### src/rtl/bisync_tx_pkg.sv
package bisync_tx_pkg;

  // Kind of character currently on the line; one decision per character boundary.
  typedef enum logic [2:0] {
    K_OFF    = 3'd0,
    K_SYN1   = 3'd1,
    K_SYN2   = 3'd2,
    K_IDLE   = 3'd3,
    K_DLEINS = 3'd4,
    K_DATA   = 3'd5,
    K_CHK0   = 3'd6,
    K_CHK1   = 3'd7
  } char_kind_e;

endpackage

### src/rtl/bisync_char_shifter.sv
module bisync_char_shifter #(
  parameter int CHAR_W = 8
) (
  input  logic              clk,
  input  logic              rst_n,
  input  logic              en,
  input  logic              reverse,
  input  logic [CHAR_W-1:0] char_in,
  output logic              need_char,
  output logic              txd
);

  localparam int                CNT_W    = $clog2(CHAR_W);
  localparam logic [CNT_W-1:0]  LAST_BIT = CNT_W'(CHAR_W - 1);

  logic [CHAR_W-1:0] sh_q, sh_d;
  logic [CNT_W-1:0]  cnt_q, cnt_d;
  logic              run_q, run_d;
  logic [CHAR_W-1:0] char_rev;

  // Bit-reversed copy for MSB-first transmission.
  for (genvar gi = 0; gi < CHAR_W; gi++) begin : g_rev
    assign char_rev[gi] = char_in[CHAR_W-1-gi];
  end

  always_comb begin
    need_char = en & (~run_q | (cnt_q == LAST_BIT));
    sh_d      = sh_q;
    cnt_d     = cnt_q;
    run_d     = run_q;
    if (!en) begin
      run_d = 1'b0;
    end else if (need_char) begin
      sh_d  = reverse ? char_rev : char_in;
      cnt_d = '0;
      run_d = 1'b1;
    end else begin
      sh_d  = sh_q >> 1;
      cnt_d = cnt_q + 1'b1;
    end
  end

  always_ff @(posedge clk or negedge rst_n) begin
    if (!rst_n) begin
      sh_q  <= '0;
      cnt_q <= '0;
      run_q <= 1'b0;
    end else begin
      sh_q  <= sh_d;
      cnt_q <= cnt_d;
      run_q <= run_d;
    end
  end

  assign txd = run_q ? sh_q[0] : 1'b1;

  // A started character keeps shifting until its last bit unless disabled.
  assert_char_whole_R4: assert property (@(posedge clk) disable iff (!rst_n)
    (en && run_q && cnt_q != LAST_BIT) |=> (!en && !run_q) || (cnt_q == $past(cnt_q) + 1'b1));

endmodule

### src/rtl/bisync_bcc.sv
module bisync_bcc #(
  parameter int               CHAR_W = 8,
  parameter int               CHK_W  = 16,
  parameter logic [CHK_W-1:0] POLY   = 16'hA001
) (
  input  logic              clk,
  input  logic              rst_n,
  input  logic              clr,
  input  logic              upd,
  input  logic              crc_sel,
  input  logic [CHAR_W-1:0] in_char,
  output logic [CHK_W-1:0]  chk
);

  logic [CHK_W-1:0]  acc_q, acc_d;
  logic [CHK_W-1:0]  base;
  logic [CHK_W-1:0]  crc_v;
  logic [CHAR_W-1:0] lrc_v;
  logic              fb;

  always_comb begin
    base  = clr ? '0 : acc_q;
    crc_v = base;
    fb    = 1'b0;
    for (int i = 0; i < CHAR_W; i++) begin
      fb    = crc_v[0] ^ in_char[i];
      crc_v = crc_v >> 1;
      if (fb) crc_v = crc_v ^ POLY;
    end
    lrc_v = base[CHAR_W-1:0] + in_char;
    acc_d = base;
    if (upd) acc_d = crc_sel ? crc_v : {{(CHK_W-CHAR_W){1'b0}}, lrc_v};
  end

  always_ff @(posedge clk or negedge rst_n) begin
    if (!rst_n) acc_q <= '0;
    else        acc_q <= acc_d;
  end

  assign chk = acc_q;

  // The check value only moves when a data character is taken.
  assert_chk_hold_R5: assert property (@(posedge clk) disable iff (!rst_n)
    (!upd && !clr) |=> $stable(acc_q));

endmodule

### src/rtl/bisync_tx_ctrl.sv
module bisync_tx_ctrl
  import bisync_tx_pkg::*;
#(
  parameter int CHAR_W = 8,
  parameter int CHK_W  = 16
) (
  input  logic              clk,
  input  logic              rst_n,
  input  logic              en,
  input  logic              need,
  input  logic              cfg_idle_sync,
  input  logic              cfg_end_sync,
  input  logic              cfg_transparent,
  input  logic              cfg_crc_sel,
  input  logic              cfg_parity_en,
  input  logic              cfg_parity_odd,
  input  logic [CHAR_W-1:0] syn1,
  input  logic [CHAR_W-1:0] syn2,
  input  logic [CHAR_W-1:0] dle,
  input  logic              s_valid,
  output logic              s_ready,
  input  logic [CHAR_W-1:0] s_data,
  input  logic              s_eob,
  input  logic              s_last,
  input  logic              s_bcs,
  input  logic [CHK_W-1:0]  chk,
  output logic [CHAR_W-1:0] char_out,
  output logic              bcc_clr,
  output logic              bcc_upd,
  output logic [CHAR_W-1:0] bcc_char,
  output logic              buf_done,
  output logic              underrun_err
);

  char_kind_e        kind_q, kind_d;
  logic [CHAR_W-1:0] hold_q, hold_d;
  logic              hold_eob_q, hold_eob_d;
  logic              hold_last_q, hold_last_d;
  logic              hold_bcs_q, hold_bcs_d;
  logic              fill_sync_q, fill_sync_d;
  logic              bd_d, ur_d;
  logic              want, take, is_dle, par_on;
  logic [CHAR_W-1:0] fresh;
  char_kind_e        fill_kind, end_kind;

  always_comb begin
    par_on = cfg_parity_en & ~cfg_transparent;
    fresh  = s_data;
    if (par_on) fresh[CHAR_W-1] = (^s_data[CHAR_W-2:0]) ^ cfg_parity_odd;
    is_dle    = cfg_transparent & (s_data == dle);
    want      = (kind_q == K_SYN2) | ((kind_q == K_DATA) & ~(hold_eob_q & hold_last_q));
    s_ready   = need & want;
    take      = s_ready & s_valid;
    fill_kind = fill_sync_q ? K_SYN1 : K_IDLE;
    end_kind  = cfg_end_sync ? K_SYN1 : K_IDLE;
  end

  // Next-state decision, taken once per character boundary.
  always_comb begin
    kind_d      = kind_q;
    hold_d      = hold_q;
    hold_eob_d  = hold_eob_q;
    hold_last_d = hold_last_q;
    hold_bcs_d  = hold_bcs_q;
    fill_sync_d = fill_sync_q;
    bd_d        = 1'b0;
    ur_d        = 1'b0;
    bcc_clr     = 1'b0;
    bcc_upd     = 1'b0;
    if (!en) begin
      kind_d = K_OFF;
    end else if (need) begin
      unique case (kind_q)
        K_OFF: begin
          kind_d      = (s_valid | cfg_idle_sync) ? K_SYN1 : K_IDLE;
          fill_sync_d = cfg_idle_sync;
        end
        K_SYN1:   kind_d = K_SYN2;
        K_SYN2:   if (!take) kind_d = fill_kind;
        K_IDLE:   kind_d = s_valid ? K_SYN1 : fill_kind;
        K_DLEINS: kind_d = K_DATA;
        K_DATA: begin
          if (hold_eob_q & hold_last_q) begin
            if (hold_bcs_q) begin
              kind_d = K_CHK0;
            end else begin
              kind_d      = end_kind;
              fill_sync_d = cfg_end_sync;
              bd_d        = 1'b1;
            end
          end else begin
            bd_d = hold_eob_q;
            if (!take) begin
              kind_d      = K_SYN1;
              fill_sync_d = 1'b1;
              ur_d        = 1'b1;
            end
          end
        end
        K_CHK0: begin
          if (cfg_crc_sel) begin
            kind_d = K_CHK1;
          end else begin
            kind_d      = end_kind;
            fill_sync_d = cfg_end_sync;
            bd_d        = 1'b1;
          end
        end
        K_CHK1: begin
          kind_d      = end_kind;
          fill_sync_d = cfg_end_sync;
          bd_d        = 1'b1;
        end
        default: kind_d = K_OFF;
      endcase
      if (take) begin
        kind_d      = is_dle ? K_DLEINS : K_DATA;
        hold_d      = fresh;
        hold_eob_d  = s_eob;
        hold_last_d = s_last;
        hold_bcs_d  = s_bcs;
        bcc_upd     = 1'b1;
        bcc_clr     = (kind_q == K_SYN2);
      end
    end
  end

  assign bcc_char = fresh;

  always_comb begin
    unique case (kind_d)
      K_SYN1:   char_out = syn1;
      K_SYN2:   char_out = syn2;
      K_DLEINS: char_out = dle;
      K_DATA:   char_out = hold_d;
      K_CHK0:   char_out = chk[CHAR_W-1:0];
      K_CHK1:   char_out = chk[CHAR_W +: CHAR_W];
      default:  char_out = '1;
    endcase
  end

  always_ff @(posedge clk or negedge rst_n) begin
    if (!rst_n) begin
      kind_q       <= K_OFF;
      hold_q       <= '0;
      hold_eob_q   <= 1'b0;
      hold_last_q  <= 1'b0;
      hold_bcs_q   <= 1'b0;
      fill_sync_q  <= 1'b0;
      buf_done     <= 1'b0;
      underrun_err <= 1'b0;
    end else begin
      kind_q       <= kind_d;
      hold_q       <= hold_d;
      hold_eob_q   <= hold_eob_d;
      hold_last_q  <= hold_last_d;
      hold_bcs_q   <= hold_bcs_d;
      fill_sync_q  <= fill_sync_d;
      buf_done     <= bd_d;
      underrun_err <= ur_d;
    end
  end

  // A message opens only right after SYN2.
  assert_pair_first_R3: assert property (@(posedge clk) disable iff (!rst_n)
    (take && kind_q != K_DATA) |-> kind_q == K_SYN2);

  // SYN1 is always followed by SYN2.
  assert_syn_pair_R2: assert property (@(posedge clk) disable iff (!rst_n)
    (en && need && kind_q == K_SYN1) |=> kind_q == K_SYN2);

  // No byte is taken between an inserted DLE and its partner.
  assert_dle_no_gap_R9: assert property (@(posedge clk) disable iff (!rst_n)
    (kind_q == K_DLEINS) |-> !s_ready);

  // Check characters follow only a last buffer flagged for them.
  assert_check_gate_R7: assert property (@(posedge clk) disable iff (!rst_n)
    (en && need && kind_q == K_DATA && !(hold_eob_q && hold_last_q && hold_bcs_q))
      |=> kind_q != K_CHK0);

  // An abort puts SYN1 on the line.
  assert_underrun_abort_R12: assert property (@(posedge clk) disable iff (!rst_n)
    underrun_err |-> kind_q == K_SYN1);

  // Buffer completion is a single-cycle pulse.
  assert_done_pulse_R11: assert property (@(posedge clk) disable iff (!rst_n)
    buf_done |=> !buf_done);

endmodule

### src/rtl/bisync_tx.sv
module bisync_tx #(
  parameter int                 CHAR_W   = 8,
  parameter int                 CHK_W    = 16,
  parameter logic [CHK_W-1:0]   CRC_POLY = 16'hA001
) (
  input  logic              clk,
  input  logic              rst_n,
  input  logic              enable,
  input  logic              cfg_idle_sync,
  input  logic              cfg_end_sync,
  input  logic              cfg_transparent,
  input  logic              cfg_crc_sel,
  input  logic              cfg_parity_en,
  input  logic              cfg_parity_odd,
  input  logic              cfg_reverse,
  input  logic [CHAR_W-1:0] syn1_char,
  input  logic [CHAR_W-1:0] syn2_char,
  input  logic [CHAR_W-1:0] dle_char,
  input  logic              s_valid,
  output logic              s_ready,
  input  logic [CHAR_W-1:0] s_data,
  input  logic              s_eob,
  input  logic              s_last,
  input  logic              s_bcs,
  output logic              txd,
  output logic              buf_done,
  output logic              underrun_err
);

  logic              need;
  logic [CHAR_W-1:0] char_next;
  logic              bcc_clr, bcc_upd;
  logic [CHAR_W-1:0] bcc_char;
  logic [CHK_W-1:0]  chk;

  bisync_char_shifter #(.CHAR_W(CHAR_W)) u_shift (
    .clk       (clk),
    .rst_n     (rst_n),
    .en        (enable),
    .reverse   (cfg_reverse),
    .char_in   (char_next),
    .need_char (need),
    .txd       (txd)
  );

  bisync_bcc #(.CHAR_W(CHAR_W), .CHK_W(CHK_W), .POLY(CRC_POLY)) u_bcc (
    .clk     (clk),
    .rst_n   (rst_n),
    .clr     (bcc_clr),
    .upd     (bcc_upd),
    .crc_sel (cfg_crc_sel),
    .in_char (bcc_char),
    .chk     (chk)
  );

  bisync_tx_ctrl #(.CHAR_W(CHAR_W), .CHK_W(CHK_W)) u_ctrl (
    .clk             (clk),
    .rst_n           (rst_n),
    .en              (enable),
    .need            (need),
    .cfg_idle_sync   (cfg_idle_sync),
    .cfg_end_sync    (cfg_end_sync),
    .cfg_transparent (cfg_transparent),
    .cfg_crc_sel     (cfg_crc_sel),
    .cfg_parity_en   (cfg_parity_en),
    .cfg_parity_odd  (cfg_parity_odd),
    .syn1            (syn1_char),
    .syn2            (syn2_char),
    .dle             (dle_char),
    .s_valid         (s_valid),
    .s_ready         (s_ready),
    .s_data          (s_data),
    .s_eob           (s_eob),
    .s_last          (s_last),
    .s_bcs           (s_bcs),
    .chk             (chk),
    .char_out        (char_next),
    .bcc_clr         (bcc_clr),
    .bcc_upd         (bcc_upd),
    .bcc_char        (bcc_char),
    .buf_done        (buf_done),
    .underrun_err    (underrun_err)
  );

  // A disabled transmitter marks the line and takes nothing.
  assert_line_mark_R1: assert property (@(posedge clk) disable iff (!rst_n)
    !enable |=> (txd && !s_ready && !underrun_err));

endmodule

### config.mk
export PLATFORM = sky130hd
export DESIGN_NAME = bisync_tx
export DESIGN_NICKNAME = d
export VERILOG_FILES = /design/src/rtl/bisync_tx_pkg.sv /design/src/rtl/bisync_char_shifter.sv /design/src/rtl/bisync_bcc.sv /design/src/rtl/bisync_tx_ctrl.sv /design/src/rtl/bisync_tx.sv
export SDC_FILE = /design/constraint.sdc
export NUM_CORES = 1
export LEC_CHECK = 0
export ABC_CLOCK_PERIOD_IN_PS = 8750
export BUFFER_PORTS_ARGS = -buffer_cell sky130_fd_sc_hd__buf_2
export CAP_MARGIN = 20
export CORE_MARGIN = 1
export CORE_UTILIZATION = 63
export DETAILED_ROUTE_END_ITERATION = 6
export PLACE_DENSITY = 0.83
export SYNTH_ARGS = -nofsm -noshare
export SYNTH_HDL_FRONTEND = slang
export SYNTH_HIERARCHICAL = 1
export SYNTH_SLANG_ARGS = --single-unit
### constraint.sdc
create_clock -name clk -period 8.75 [get_ports clk]
set_input_delay 1.75 -clock clk [delete_from_list [all_inputs] [get_ports clk]]
set_output_delay 1.75 -clock clk [all_outputs]
set_load 0.01 [all_outputs]
* After elaboration in Yosys (flattened, before gate mapping) *
Index checks and enable logic that the tools add are counted.

storage, ports and cells
  register bits after elaboration = 45
  bits of input ports = 46

operators by class
  add/subtract/negate cells = 2
  equal/unequal tests = 19
  muxes and demuxes = 56
  bitwise gates (word level) = 30
  reduce and logical (&&, ||, !) cells = 5

operators by type and width
  operator                                                                number
  16-bit 2-to-1 mux                                                       11
  8-bit one-hot mux with 6 select lines                                   1
  8-bit 2-to-1 mux                                                        5
  3-bit equality test (second input constant)                             9
  1-bit 2-to-1 mux                                                        25
  3-bit 2-to-1 mux                                                        8
  2-bit NOT with 3-bit output                                             8
  3-bit one-hot mux with 8 select lines                                   1
  3-bit by 2-bit equality test with 1-bit output (second input constant)  3
  1-bit bitwise XOR                                                       9
  8-bit adder                                                             1
  8-bit equality test                                                     1
  1-bit bitwise AND                                                       7
  7-bit XOR reduction                                                     1
  3-bit by 1-bit equality test with 1-bit output (second input constant)  2
  2-bit 2-to-1 mux                                                        3
  3-bit != test (second input constant)                                   2
  6-bit AND reduction                                                     1
  1-bit one-hot mux with 4 select lines                                   1
  4-bit nonzero test                                                      1
  3-bit by 1-bit adder with 3-bit output (second input constant)          1
  3-bit logical NOT                                                       1
  1-bit NOT                                                               3
  1-bit bitwise OR                                                        3
  4 further kinds                                                         4

* Longest topological paths before layout *
Gate-level depths: netlist of the first run.

  depth after elaboration = 28
  depth in mapped cells = 23
  gate-level depth less buffers = 20

* By module *
The synthesis of the first run kept the hierarchy.

by module, submodules not included
  module               times used  cells an instance  area an instance (um^2)  sequential area each (um^2)
  bisync_tx_ctrl       1           195                1650.3                   425.4
  bisync_bcc           1           140                1262.5                   400.4
  bisync_char_shifter  1           65                 678.2                    300.3

* Worst setup path after synthesis of the first run *
No wires, ideal clock.

  kind = input -> register
  start point = input enable
  end point = register u_bcc.acc_q[6], in the netlist u_bcc/chk[6]
  library setup time = 0.065 ns
  arrival = 5.091 ns
  data required time = 8.685 ns
  path slack = 3.594 ns
  stages on the path = 21
  cell sequence = buf_6 nand2_2 inv_2 clkbuf_1 nand4_1 buf_2 nor2_1 buf_2 clkinv_1 nand2_1 inv_1 ha_1 inv_1 fa_1 nor2b_1 o21ai_0 a21boi_0 o21a_1 o21a_1 o31ai_1 mux2_2

on the way
  word-level cells in the longest chain between the ends = 18
  elaborated cells between the ends (all ways) = 23

RTL lines
  element                                                           RTL line                   RTL
  from (decl)                                                       bisync_tx.sv:8             input logic enable,
  1-bit bitwise AND *                                               bisync_char_shifter.sv:27  need_char = en & (~run_q | (cnt_q == LAST_BIT));
  named net need                                                    bisync_tx.sv:30            logic need;
  1-bit bitwise AND                                                 bisync_tx_ctrl.sv:52       s_ready = need & want;
  1-bit bitwise AND                                                 bisync_tx_ctrl.sv:53       take = s_ready & s_valid;
  1-bit 2-to-1 mux                                                  bisync_tx_ctrl.sv:116      if (take) begin
  1-bit 2-to-1 mux *                                                bisync_tx_ctrl.sv:72       end else if (need) begin
  1-bit 2-to-1 mux *                                                bisync_tx_ctrl.sv:70       if (!en) begin
  named net bcc_clr                                                 bisync_tx.sv:32            logic bcc_clr, bcc_upd;
  16-bit 2-to-1 mux *                                               bisync_bcc.sv:22           base = clr ? '0 : acc_q;
  1-bit bitwise XOR or 2-bit NOT with 3-bit output (tied branches)  n/a
  16-bit 2-to-1 mux (8 in a row)                                    bisync_bcc.sv:28           if (fb) crc_v = crc_v ^ POLY;
  16-bit 2-to-1 mux                                                 bisync_bcc.sv:32           if (upd) acc_d = crc_sel ? crc_v : {{(CHK_W-CHAR_W){1'b0}}, lrc_v};
  16-bit 2-to-1 mux *                                               bisync_bcc.sv:32
  named net u_bcc.acc_d[6]                                          bisync_bcc.sv:15           logic [CHK_W-1:0] acc_q, acc_d;
  to (signal assigned)                                              bisync_bcc.sv:36           if (!rst_n) acc_q <= '0;
  to (signal assigned)                                              bisync_bcc.sv:37           else acc_q <= acc_d;
  to (decl)                                                         bisync_bcc.sv:15

The timed path passes the listed nets; every way through them passes the cells marked *.
A chain may end at the register's enable or synchronous reset.

* Worst setup path in the final report of the first run *
Ends and elaborated chain as after synthesis.

==> impl_results.md, run 1 <==
- Vias per cell: 6.28
- Leakage power: 0.00177 uW
- CTS H-Tree Depth: 2
- Cell Area, Placed: 3740 sq um
- Multi-input logic area: 2170 sq um
- Worst EP required: 8.95 ns
- Syn avg cell area: 8.98 sq um
- Commonest non-fill, non-tap cell in the layout: buf_2
- Flop pwr share: 0.333
- HPWL after detailed placement: between 6000 and 7000 um
- Cts repair resizes: 0
- Number of setup violations in the final report: 0
- # IOs: 50
- Final hold vios: 0
- Global route overflow: 0
- CP startpoint kind: input pin
- Die height: 77.5 um
- Pwr Density: roughly 220 nW/um^2
- Peak VDD IR: 0.186 mV
- WP data arrival: 5.82 ns
- Post-CTS setup buffer count: 0
- Share of cells above drive strength 1: 0.209
- Status: complete, no violations
- Largest net degree at the start of global routing: 46
- Setup crit end kind: flip-flop
- Hold Buf Count CTS: 0
- Worst-path clk slew: 0.09 ns
- Fin crit share: 0.642
- Starting Density: 0.652
- Most used flip-flop cell after synthesis: dfrtp_1
- HP Class: reg2reg
- GPL Wtd Cong: 0.905
- Mapped cell area: 3590 sq um
- Area Overhead vs Synth: 8.08%
- Switching Share: 0.388
- RSZ-0062 raised after global routing: no
- Post-synthesis sequential area ratio: 0.314
- Setup tns final: 0 ns
- Clk buf depth: 2
- Placeable core region: 5510 sq um
- Post-route minimum period: around 5.6 ns
- Layout fillers: 426
- Post-Syn Nets: 456
- Hold_sp: u_ctrl/hold_q[5]
- Vias in the first global route: between 2000 and 3000
- R2R Path Start: u_shift/cnt_q[0]
- Antenna diode instance count: 0
- Internal power: between 500 and 600 uW
- Max Slew Vio Count: 0
- Worst setup path start: enable
- CP max stage cell: nand4_1
- 1st-iter DRT viols: 174
- IO buf count: 49
- CTS buffer count: 5
- Clock share of power: 0.192
- Die Wd: between 70 and 80 um
- YS warnings: 6
- Wire length of the first global-routing pass: 14300 um
- Slew @ Worst Pin: 0.852 ns
- Via count: about 3200
- Sink Count: 45
- Initial antenna violation count: 0
- Post-synthesis register bit count: between 40 and 50
- Combinational Power Share: 0.474
- Total Wirelength: 8780 um
- Post-synth ARST share: 1.00
- CP dominant cell by count: inv_1
- Max-capacitance violation count: 0
- CTS tree: yes
- FP Rows: 27
- DRC: 0
- TritonRoute pass-1 iters: 5
- Tot GR Track Use: 0.307
- Routed len/inst: 17.5 um
- Routed Antenna Nets: 0
- Worst Path Class, Setup: in2reg
- Yosys cell types: 65
- Die area: about 6000 sq um
- Highest Clock Rate: 178 MHz
- Net switching power: between 300 and 400 uW
- Fin nets: 486
- Fin area: around 3900 sq um
- Register area: 1130 sq um
- Cells after synthesis: 400
- CTS root buf: clkbuf_8
- Crit Path Max Fanout: 32
- Clk_skew: about 0.011 ns
- CP max stage delay: 0.53 ns
- Clock latency on the worst-skew pair: 0.31 ns
- Post-synth EDFFs: 0
- Max-slew headroom: 0.431
- Cell Chain, Critical Path: buf_2 -> nand2_2 -> inv_2 -> nand4_1 -> nor2_1 -> buf_4 -> clkinv_1 -> nand2_1 -> inv_1 -> ha_1 -> inv_1 -> fa_1 -> nor2b_1 -> o21ai_0 -> a21boi_0 -> o21a_1 -> nor3_1 -> o31ai_1 -> mux2_2
- Most frequent cells in the layout: buf_2, dfrtp_1, nand2_1
per-layer routing:
metal,global-route usage,part of all wire
met5,0,0
met4,0.143,0.036
met3,0.0494,0.067
met2,0.513,0.50
met1,0.386,0.40
flip-flops by register name (all words and copies together) (netlist names):
name and cells:
u_ctrl/hold_eob_q 1, u_ctrl/buf_done 1, u_ctrl/underrun_err 1, u_shift/cnt_q 3, u_ctrl/fill_sync_q 1, u_ctrl/hold_bcs_q 1
u_shift/sh_q 8, u_shift/run_q 1, u_ctrl/kind_q 3, u_ctrl/hold_q 8, u_bcc/chk 16, u_ctrl/hold_last_q 1
area by class of cell:
type | count | area share
clock buffer | 5 | 0.0177
clock inverter | 3 | 0.0129
inverter | 21 | 0.0216
multi-input combinational | 304 | 0.560
sequential | 45 | 0.290
tap | 72 | 0.0232
timing repair buffer | 53 | 0.0741
through the flow:
step / utilization / cells / worst slack, ns / power (uW) / hold slack [ns]
2_1_floorplan: - / 400 / 3.59 / 607 / 0.440
3_3_place_gp: 0.680 / 494 / 3.09 / 681 / 0.457
3_5_place_dp: 0.680 / 494 / 2.90 / 695 / 0.468
4_1_cts: 0.701 / 502 / 3.19 / 862 / 0.490
5_1_grt: 0.705 / 503 / 2.72 / 917 / 0.524
6_report: 0.705 / 503 / 3.13 / 868 / 0.494
cell families (layout without fill, tap and decap cells):
logic type | after synthesis | after routing | synth area share
adders and majority gates | 10 | 10 | 0.0369
and+or+nand+nor | 123 | 123 | 0.182
AOI/OAI and AO/OA | 97 | 97 | 0.188
buffers and inverters | 51 | 82 | 0.0808
DFF | 45 | 45 | 0.314
muxes | 32 | 32 | 0.0927
xor gates and xnor gates | 42 | 42 | 0.107
critical path, delay by kind of cell:
kind / cells / cell delay, ns
simple gates: 6 / 1.45
buf+inv: 6 / 1.35
compound gates: 4 / 0.60
fa+ha+maj: 2 / 0.40
mux: 1 / 0.27
cells in the mapped netlist, types with 5 or more instances:
cell,number,area (sq um)
o211ai_1,7,52.6
buf_6,5,56.3
nor2b_1,18,113
clkbuf_1,7,26.3
buf_2,8,40.0
nand2b_1,6,37.5
xor2_1,10,87.6
o21ai_0,12,60.1
mux2_2,10,113
nand2_1,37,139
nand3_1,13,65.1
o22ai_1,6,37.5
o221ai_1,8,70.1
buf_4,8,60.1
a31oi_1,10,62.6
dfrtp_1,45,1130
xnor2_1,30,263
o21ai_1,10,50.1
nor2_1,21,78.8
ha_1,9,113
inv_1,17,63.8
o31a_1,5,43.8
mux2i_1,22,220
a21oi_1,14,70.1
worst paths after layout:
| kind | depth (start not counted) | slack (ns) | to |
|---|---|---|---|
| min | 2 | 0.49 | u_ctrl/hold_q[5] |
| min in group asynchronous | 1 | 1.38 | u_shift/sh_q[3] |
| max reg2reg | 21 | 4.20 | u_bcc/chk[6] |
| max | 19 | 3.13 | u_bcc/chk[6] |
| max in group asynchronous | 2 | 6.85 | u_ctrl/hold_last_q |
| min reg2reg | 2 | 0.49 | u_ctrl/hold_q[5] |
power groups by stage:
| stage | logic [uW] | registers [uW] | clock network (uW) |
|---|---|---|---|
| floorplan | 329 | 279 | 0 |
| global placement | 391 | 289 | 0 |
| detailed placement | 403 | 292 | 0 |
| CTS | 405 | 288 | 169 |
| global route | 444 | 295 | 178 |
| finish | 412 | 290 | 167 |
No activity file was read; power rests on OpenSTA's default activity.
==> run 2: changes to the inputs <==
ABC_CLOCK_PERIOD_IN_PS = 5500   (was 8750)
CORE_UTILIZATION = 58   (was 63)
PLACE_DENSITY = 0.77   (was 0.83)
clock period = 5.5 ns   (was 8.75 ns; I/O delays follow)
==> impl_results.md, run 2 (synthesis gave the netlist of run 1 again) <==
- Status: complete, no violations (unchanged)
- Worst setup margin: 1.32 ns (was 3.13 ns)
- Global route overflow: 0 (unchanged)
- Cts repair resizes: 0 (unchanged)
- Fin crit share: 0.760
- Max-slew headroom: 0.500 (was 0.431)
- Peak VDD IR: 0.311 mV (was 0.186 mV)
- Hold Crit Depth: 2 (unchanged)
- Vias in the first global route: 2926 (was 2968)
- Wire length of the first global-routing pass: 13900 um (was 14300 um)
- Reg-to-reg endpoint: u_bcc/chk[6] (unchanged)
- Worst R2R Path Depth: 22 (was 21)
- CTS H-Tree Depth: 2 (unchanged)
- Hold Buf Count CTS: 0 (unchanged)
- FP Rows: 28 (was 27)
- HPWL after detailed placement: 6530 um (was 6430 um)
- Largest net degree at the start of global routing: 46 (unchanged)
- Most frequent cells in the layout: buf_2, dfrtp_1, nand2_1 (unchanged)
- Slew @ Worst Pin: 0.745 ns (was 0.852 ns)
- R2R Setup Slk: 1.32 ns (was 4.20 ns)
- Hold_sp: u_ctrl/hold_q[5] (unchanged)
- Highest Clock Rate: 239 MHz
- Worst-path clk slew: 0.09 ns (about the same)
- Clock latency on the worst-skew pair: 0.31 ns (about the same)
- CP startpoint kind: flip-flop (was input pin)
- Placeable core region: 5960 sq um (was 5510 sq um)
- Routed Antenna Nets: 0 (unchanged)
- Hold endpoint: u_ctrl/hold_q[5] (unchanged)
- Via count: 3064 (was 3158)
- Routed len/inst: 17.0 um (was 17.5 um)
- # IOs: 50 (unchanged)
- Area Overhead vs Synth: 8.33% (was 8.08%)
- Starting Density: 0.603 (was 0.652)
- Vias per cell: 6.02 (was 6.28)
- Number of setup violations in the final report: 0 (unchanged)
- Fin nets: 489 (was 486)
- Final hold vios: 0 (unchanged)
- Flop pwr share: 0.342 (was 0.333)
- Share of cells above drive strength 1: 0.214 (was 0.209)
- Max Slew Vio Count: 0 (unchanged)
- Die height: 80.7 um (was 77.5 um)
- R2R Path Start: u_shift/cnt_q[0] (unchanged)
- Die Wd: 80.7 um (was 77.5 um)
- Tot GR Track Use: 0.282 (was 0.307)
- Net switching power: 518 uW (was 337 uW)
- IO buf count: 49 (unchanged)
- WP data arrival: 4.37 ns (was 5.82 ns)
- Commonest non-fill, non-tap cell in the layout: buf_2 (unchanged)
- HP Class: reg2reg (unchanged)
- GPL Wtd Cong: 0.890 (was 0.905)
- CTS tree: yes (unchanged)
- Setup crit end kind: flip-flop (unchanged)
- Setup WS pre-CTS: 1.13 ns (was 2.90 ns)
- Clk_skew: 0.00638 ns (was 0.0105 ns)
- CTS root buf: clkbuf_8 (unchanged)
- Sink Count: 45 (unchanged)
- Combinational Power Share: 0.487 (was 0.474)
- Die area: 6510 sq um (was 6010 sq um)
- Post-CTS setup buffer count: 0 (unchanged)
- Setup tns final: 0 ns (unchanged)
- Clk buf depth: 2 (unchanged)
- RSZ-0062 raised after global routing: no (unchanged)
- Antenna diode instance count: 0 (unchanged)
- Post-route minimum period: approximately 4.2 ns
- Pwr Density: 344 nW/um^2 (was 224 nW/um^2)
- Internal power: 821 uW (was 532 uW)
- Max-capacitance violation count: 0 (unchanged)
- Leakage power: 0.00178 uW (was 0.00177 uW)
- 1st-iter DRT viols: 225 (was 174)
- CTS buffer count: 5 (unchanged)
- Switching Share: 0.387 (was 0.388)
- Total Wirelength: 8640 um (was 8780 um)
- Worst Path Class, Setup: reg2reg (was in2reg)
- Worst EP required: 5.69 ns (was 8.95 ns)
- Max reg flops: 16 (unchanged)
- TritonRoute pass-1 iters: 5 (unchanged)
- DRC: 0 (unchanged)
- Clock share of power: 0.170 (was 0.192)
- Crit Path Max Fanout: 15 (was 32)
- Initial antenna violation count: 0 (unchanged)
==> run 2: cell count changes in the layout (fill, tap and decap cells not counted) <==
cell,before,now
clkinv_4,1,0
buf_4,3,6
inv_8,1,0
clkinv_2,0,1
bufinv_16,1,0
clkbuf_8,5,7
==> run 2: power groups by stage <==
stage | Combinational [uW] | Sequential, uW | Clock (uW)
global placement | 626 | 462 | 0
finish | 653 | 458 | 228
global route | 710 | 468 | 246
detailed placement | 641 | 465 | 0
CTS | 646 | 458 | 233
floorplan | 523 | 443 | 0
==> run 2: worst max-delay path: stages, from the launching register on <==
cell      delay, ns
dfrtp_1        0.39
ha_1           0.20
ha_1           0.22
nand2b_1       0.20
nand2_2        0.17
inv_2          0.12
nand4_1        0.11
buf_4          0.22
nor2_1         0.06
buf_4          0.19
clkinv_1       0.17
nand2_1        0.11
inv_1          0.07
ha_1           0.16
inv_1          0.06
fa_1           0.40
nor2b_1        0.13
o21ai_0        0.10
a21boi_0       0.32
o21a_1         0.19
o21a_1         0.12
o31ai_1        0.07
mux2_2         0.27
==> run 2: cell type report <==
class | count | area (sq um)
sequential | 45 | 1130
multi-input combinational | 304 | 2170
clock buffer | 7 | 96.3
fill | 504 | 2070
timing repair buffer | 56 | 310
tap | 75 | 93.8
inverter | 21 | 83.8
clock inverter | 1 | 5.00
==> run 2: how the worst max path moves through the flow <==
stage | startpoint | endpoint | slack (ns) | cells past startpoint
after floorplan | enable | u_bcc/chk[6] | 0.99 | 21
after global placement | enable | u_bcc/chk[6] | 1.28 | 19
after detailed placement | enable | u_bcc/chk[6] | 1.13 | 19
after CTS | u_shift/cnt_q[0] | u_bcc/chk[6] | 1.37 | 22
after global routing | u_shift/cnt_q[0] | u_bcc/chk[6] | 0.96 | 22
final | u_shift/cnt_q[0] | u_bcc/chk[6] | 1.32 | 22
==> run 2: through the flow <==
| step | power, uW | utilization | cell area [sq um] | hold WS [ns] | std cells |
|---|---|---|---|---|---|
| after global routing | 1420 | 0.653 | 3890 | 0.503 | 509 |
| after CTS | 1340 | 0.650 | 3870 | 0.493 | 508 |
| after floorplan | 966 | - | 3590 | 0.440 | 400 |
| final | 1340 | 0.653 | 3890 | 0.498 | 509 |
| after global placement | 1090 | 0.633 | 3770 | 0.461 | 500 |
| after detailed placement | 1110 | 0.633 | 3770 | 0.472 | 500 |
==> run 2: layer usage <==
| metal | wire length (um) | vias up | share of wire | global-route usage |
|---|---|---|---|---|
| li1 | - | 1474 | - | - |
| met3 | 414 | 19 | 0.048 | 0.0398 |
| met1 | 3760 | 1469 | 0.44 | 0.361 |
| met5 | 0 | - | 0 | 0 |
| met2 | 4250 | 102 | 0.49 | 0.482 |
| met4 | 207 | 0 | 0.024 | 0.102 |
==> run 3: changes to the inputs <==
ABC_AREA = 1   (was default)
ABC_CLOCK_PERIOD_IN_PS = 3840   (was 5500)
CORE_UTILIZATION = 54   (was 58)
PLACE_DENSITY = 0.75   (was 0.77)
clock period = 3.84 ns   (was 5.5 ns; I/O delays follow)
==> impl_results.md, run 3 <==
- CTS H-Tree Depth: 2 (unchanged)
- Fin crit share: 0.903 (was 0.760)
- Worst Path Class, Setup: reg2reg (unchanged)
- CP startpoint kind: flip-flop (unchanged)
- Post-route minimum period: 3.47 ns (was 4.18 ns)
- Clk buf depth: 2 (unchanged)
- Highest Clock Rate: 288 MHz (was 239 MHz)
- Routed Antenna Nets: 0 (unchanged)
- Setup WS pre-CTS: 0.275 ns (was 1.13 ns)
- Most common cell in the netlist: nand2_1 (was dfrtp_1)
- FP Rows: 30 (was 28)
- Grt met3 use: 0.0405 (was 0.0398)
- Wire length of the first global-routing pass: 17300 um (was 13900 um)
- Area Overhead vs Synth: 9.98% (was 8.33%)
- Crit Path Max Fanout: 9 (was 15)
- Peak VDD IR: 0.203 mV (was 0.311 mV)
- WHS: 0.372 ns (was 0.498 ns)
- Post-synthesis sequential area ratio: 0.284 (was 0.314)
- IO buf count: 49 (unchanged)
- Synth top area share: 0.284 (was 0.314)
- HPWL after detailed placement: 8020 um (was 6530 um)
- Met2 usage: 0.524 (was 0.482)
- 1st-iter DRT viols: 214 (was 225)
- Worst setup margin: 0.371 ns (was 1.32 ns)
- Die height: 87.6 um (was 80.7 um)
- CP max stage delay: 0.38 ns (was 0.40 ns)
- Vias in the first global route: 3771 (was 2926)
- TritonRoute pass-1 iters: 5 (unchanged)
- Mapped cell area: 3960 sq um (was 3590 sq um)
- Worst EP required: 4.03 ns (was 5.69 ns)
- CP max stage cell: dfrtp_1 (was fa_1)
- DRC: 0 (unchanged)
- Sink Count: 45 (unchanged)
- Synth area leader: dfrtp_1 (unchanged)
- RSZ-0062 raised after global routing: no (unchanged)
- Initial antenna violation count: 0 (unchanged)
- Cells after synthesis: 564 (was 400)
- Slew @ Worst Pin: 0.520 ns (was 0.745 ns)
- Tot GR Track Use: 0.290 (was 0.282)
- Post-synth ARST share: 1.00 (unchanged)
- Die area: 7680 sq um (was 6510 sq um)
- Global route overflow: 0 (unchanged)
- Vias per cell: 5.49 (was 6.02)
- Post-synthesis register bit count: 45 (unchanged)
- Number of setup violations in the final report: 0 (unchanged)
- Worst-path clk slew: 0.09 ns (about the same)
- Largest cells by area after synthesis: dfrtp_1, nand2_1, nand3_1, inv_1, nor2_1 (was dfrtp_1, xnor2_1, mux2i_1, nand2_1, ha_1)
- Antenna diode instance count: 0 (unchanged)
- Final total power: 1690 uW (was 1340 uW)
- Commonest non-fill, non-tap cell in the layout: nand2_1 (was buf_2)
- GPL Wtd Cong: 0.953 (was 0.890)
- Commonest cells in the netlist: nand2_1, nand3_1, inv_1, dfrtp_1, nor2_1 (was dfrtp_1, nand2_1, xnor2_1, mux2i_1, nor2_1)
- CTS buffer count: 5 (unchanged)
- Max-capacitance violation count: 0 (unchanged)
- Max Slew Vio Count: 0 (unchanged)
- Pwr Density: 387 nW/um^2 (was 344 nW/um^2)
- Leakage power: 0.00238 uW (was 0.00178 uW)
- YS warnings: 6 (unchanged)
- Max reg flops: 16 (unchanged)
- Yosys cell types: 46 (was 65)
- Max-slew headroom: 0.650 (was 0.500)
- Clk_skew: 0.00863 ns (was 0.00638 ns)
- Largest net degree at the start of global routing: 46 (unchanged)
- CP dominant cell by count: nand2_4 (was ha_1)
- Syn avg cell area: 7.02 sq um (was 8.98 sq um)
- Final core utilization: 0.627 (was 0.653)
- GR met1 Demand/Resource: 0.347 (was 0.361)
- Post-CTS setup buffer count: 0 (unchanged)
- Most frequent cells in the layout: nand2_1, nand3_1, inv_1 (was buf_2, dfrtp_1, nand2_1)
- # IOs: 50 (unchanged)
- Starting Density: 0.570 (was 0.603)
- Most used routing layer: met2 (unchanged)
- Share of cells above drive strength 1: 0.205 (was 0.214)
- Post-synth EDFFs: 0 (unchanged)
- Via count: 3853 (was 3064)
- Setup crit end kind: flip-flop (unchanged)
- WP data arrival: 3.66 ns (was 4.37 ns)
- Hold Buf Count CTS: 0 (unchanged)
- CTS tree: yes (unchanged)
- Die Wd: 87.6 um (was 80.7 um)
- Most used flip-flop cell after synthesis: dfrtp_1 (unchanged)
- Fin nets: 661 (was 489)
- Placeable core region: 6940 sq um (was 5960 sq um)
- Routed len/inst: 14.6 um (was 17.0 um)
- CTS root buf: clkbuf_8 (unchanged)
- Cts repair resizes: 0 (unchanged)
- Setup tns final: 0 ns (unchanged)
- Clock latency on the worst-skew pair: 0.30 ns (was 0.31 ns)
- Post-Syn Nets: 620 (was 456)
- Status: complete, no violations (unchanged)
- Total Wirelength: 10300 um (was 8640 um)
- HP Class: in2async (was reg2reg)
- Final hold vios: 0 (unchanged)
run 3: cell count changes after synthesis, sizes merged, moves of 20 or more:
cell | before | now
mux2i | 22 | 0
inv | 20 | 63
nand3 | 13 | 84
nor2 | 22 | 49
nor2b | 20 | 0
nand2 | 38 | 190
run 3: final cells by class:
type                            count  area [sq um]
Clock inverter                      1          30.0
Fill cell                         646          2590
Sequential cell                    45          1130
Clock buffer                        7          86.3
Tap cell                           96           120
Multi-Input combinational cell    431          2420
Inverter                           63           241
Timing Repair Buffer               59           333
run 3: worst paths after layout:
kind / start / to / slack (ns) / cells after the start
worst min-delay path: rst_n / u_ctrl/fill_sync_q / 0.37 / 1
worst max register to register: u_shift/cnt_q[0] / u_bcc/chk[13] / 0.37 / 27
worst min register to register: u_ctrl/hold_q[6] / u_ctrl/hold_q[6] / 0.49 / 2
min in group clk: u_ctrl/hold_q[6] / u_ctrl/hold_q[6] / 0.49 / 2
max in group asynchronous: rst_n / u_bcc/chk[15] / 2.98 / 2
worst max-delay path: u_shift/cnt_q[0] / u_bcc/chk[13] / 0.37 / 27
run 3: layer usage:
| layer | vias up | part of all wire |
|---|---|---|
| met4 | 0 | 0.028 |
| li1 | 1912 | - |
| met3 | 25 | 0.053 |
| met2 | 134 | 0.50 |
| met1 | 1782 | 0.42 |
| met5 | - | 0 |
run 3: worst max-delay path: cells and delay by family (launching register included):
kind | cells | cell delay (ns)
adders and majority gates | 3 | 0.71
buffers and inverters | 3 | 0.21
and+or+nand+nor | 20 | 1.89
DFF | 1 | 0.38
AOI/OAI and AO/OA | 1 | 0.17
run 3: per-stage QoR:
step | cells | area [sq um]
2_1_floorplan | 564 | 3960
3_3_place_gp | 693 | 4220
3_5_place_dp | 693 | 4220
4_1_cts | 701 | 4340
5_1_grt | 702 | 4360
6_report | 702 | 4360
run 3: logic make-up (layout without fill, tap and decap cells):
family,count (synthesis),count (layout),synth area share
adder cells (fa/ha/maj),10,10,0.0335
AO/OA/AOI/OAI,57,57,0.0970
buffers and inverters,88,130,0.105
flip-flops,45,45,0.284
AND/OR/NAND/NOR,344,344,0.425
XOR/XNOR,20,20,0.0556
run 3: power by group:
part	total [uW]	switching [uW]	internal (uW)
sequential	591	48.1	543
clock	372	160	212
combinational	723	456	267
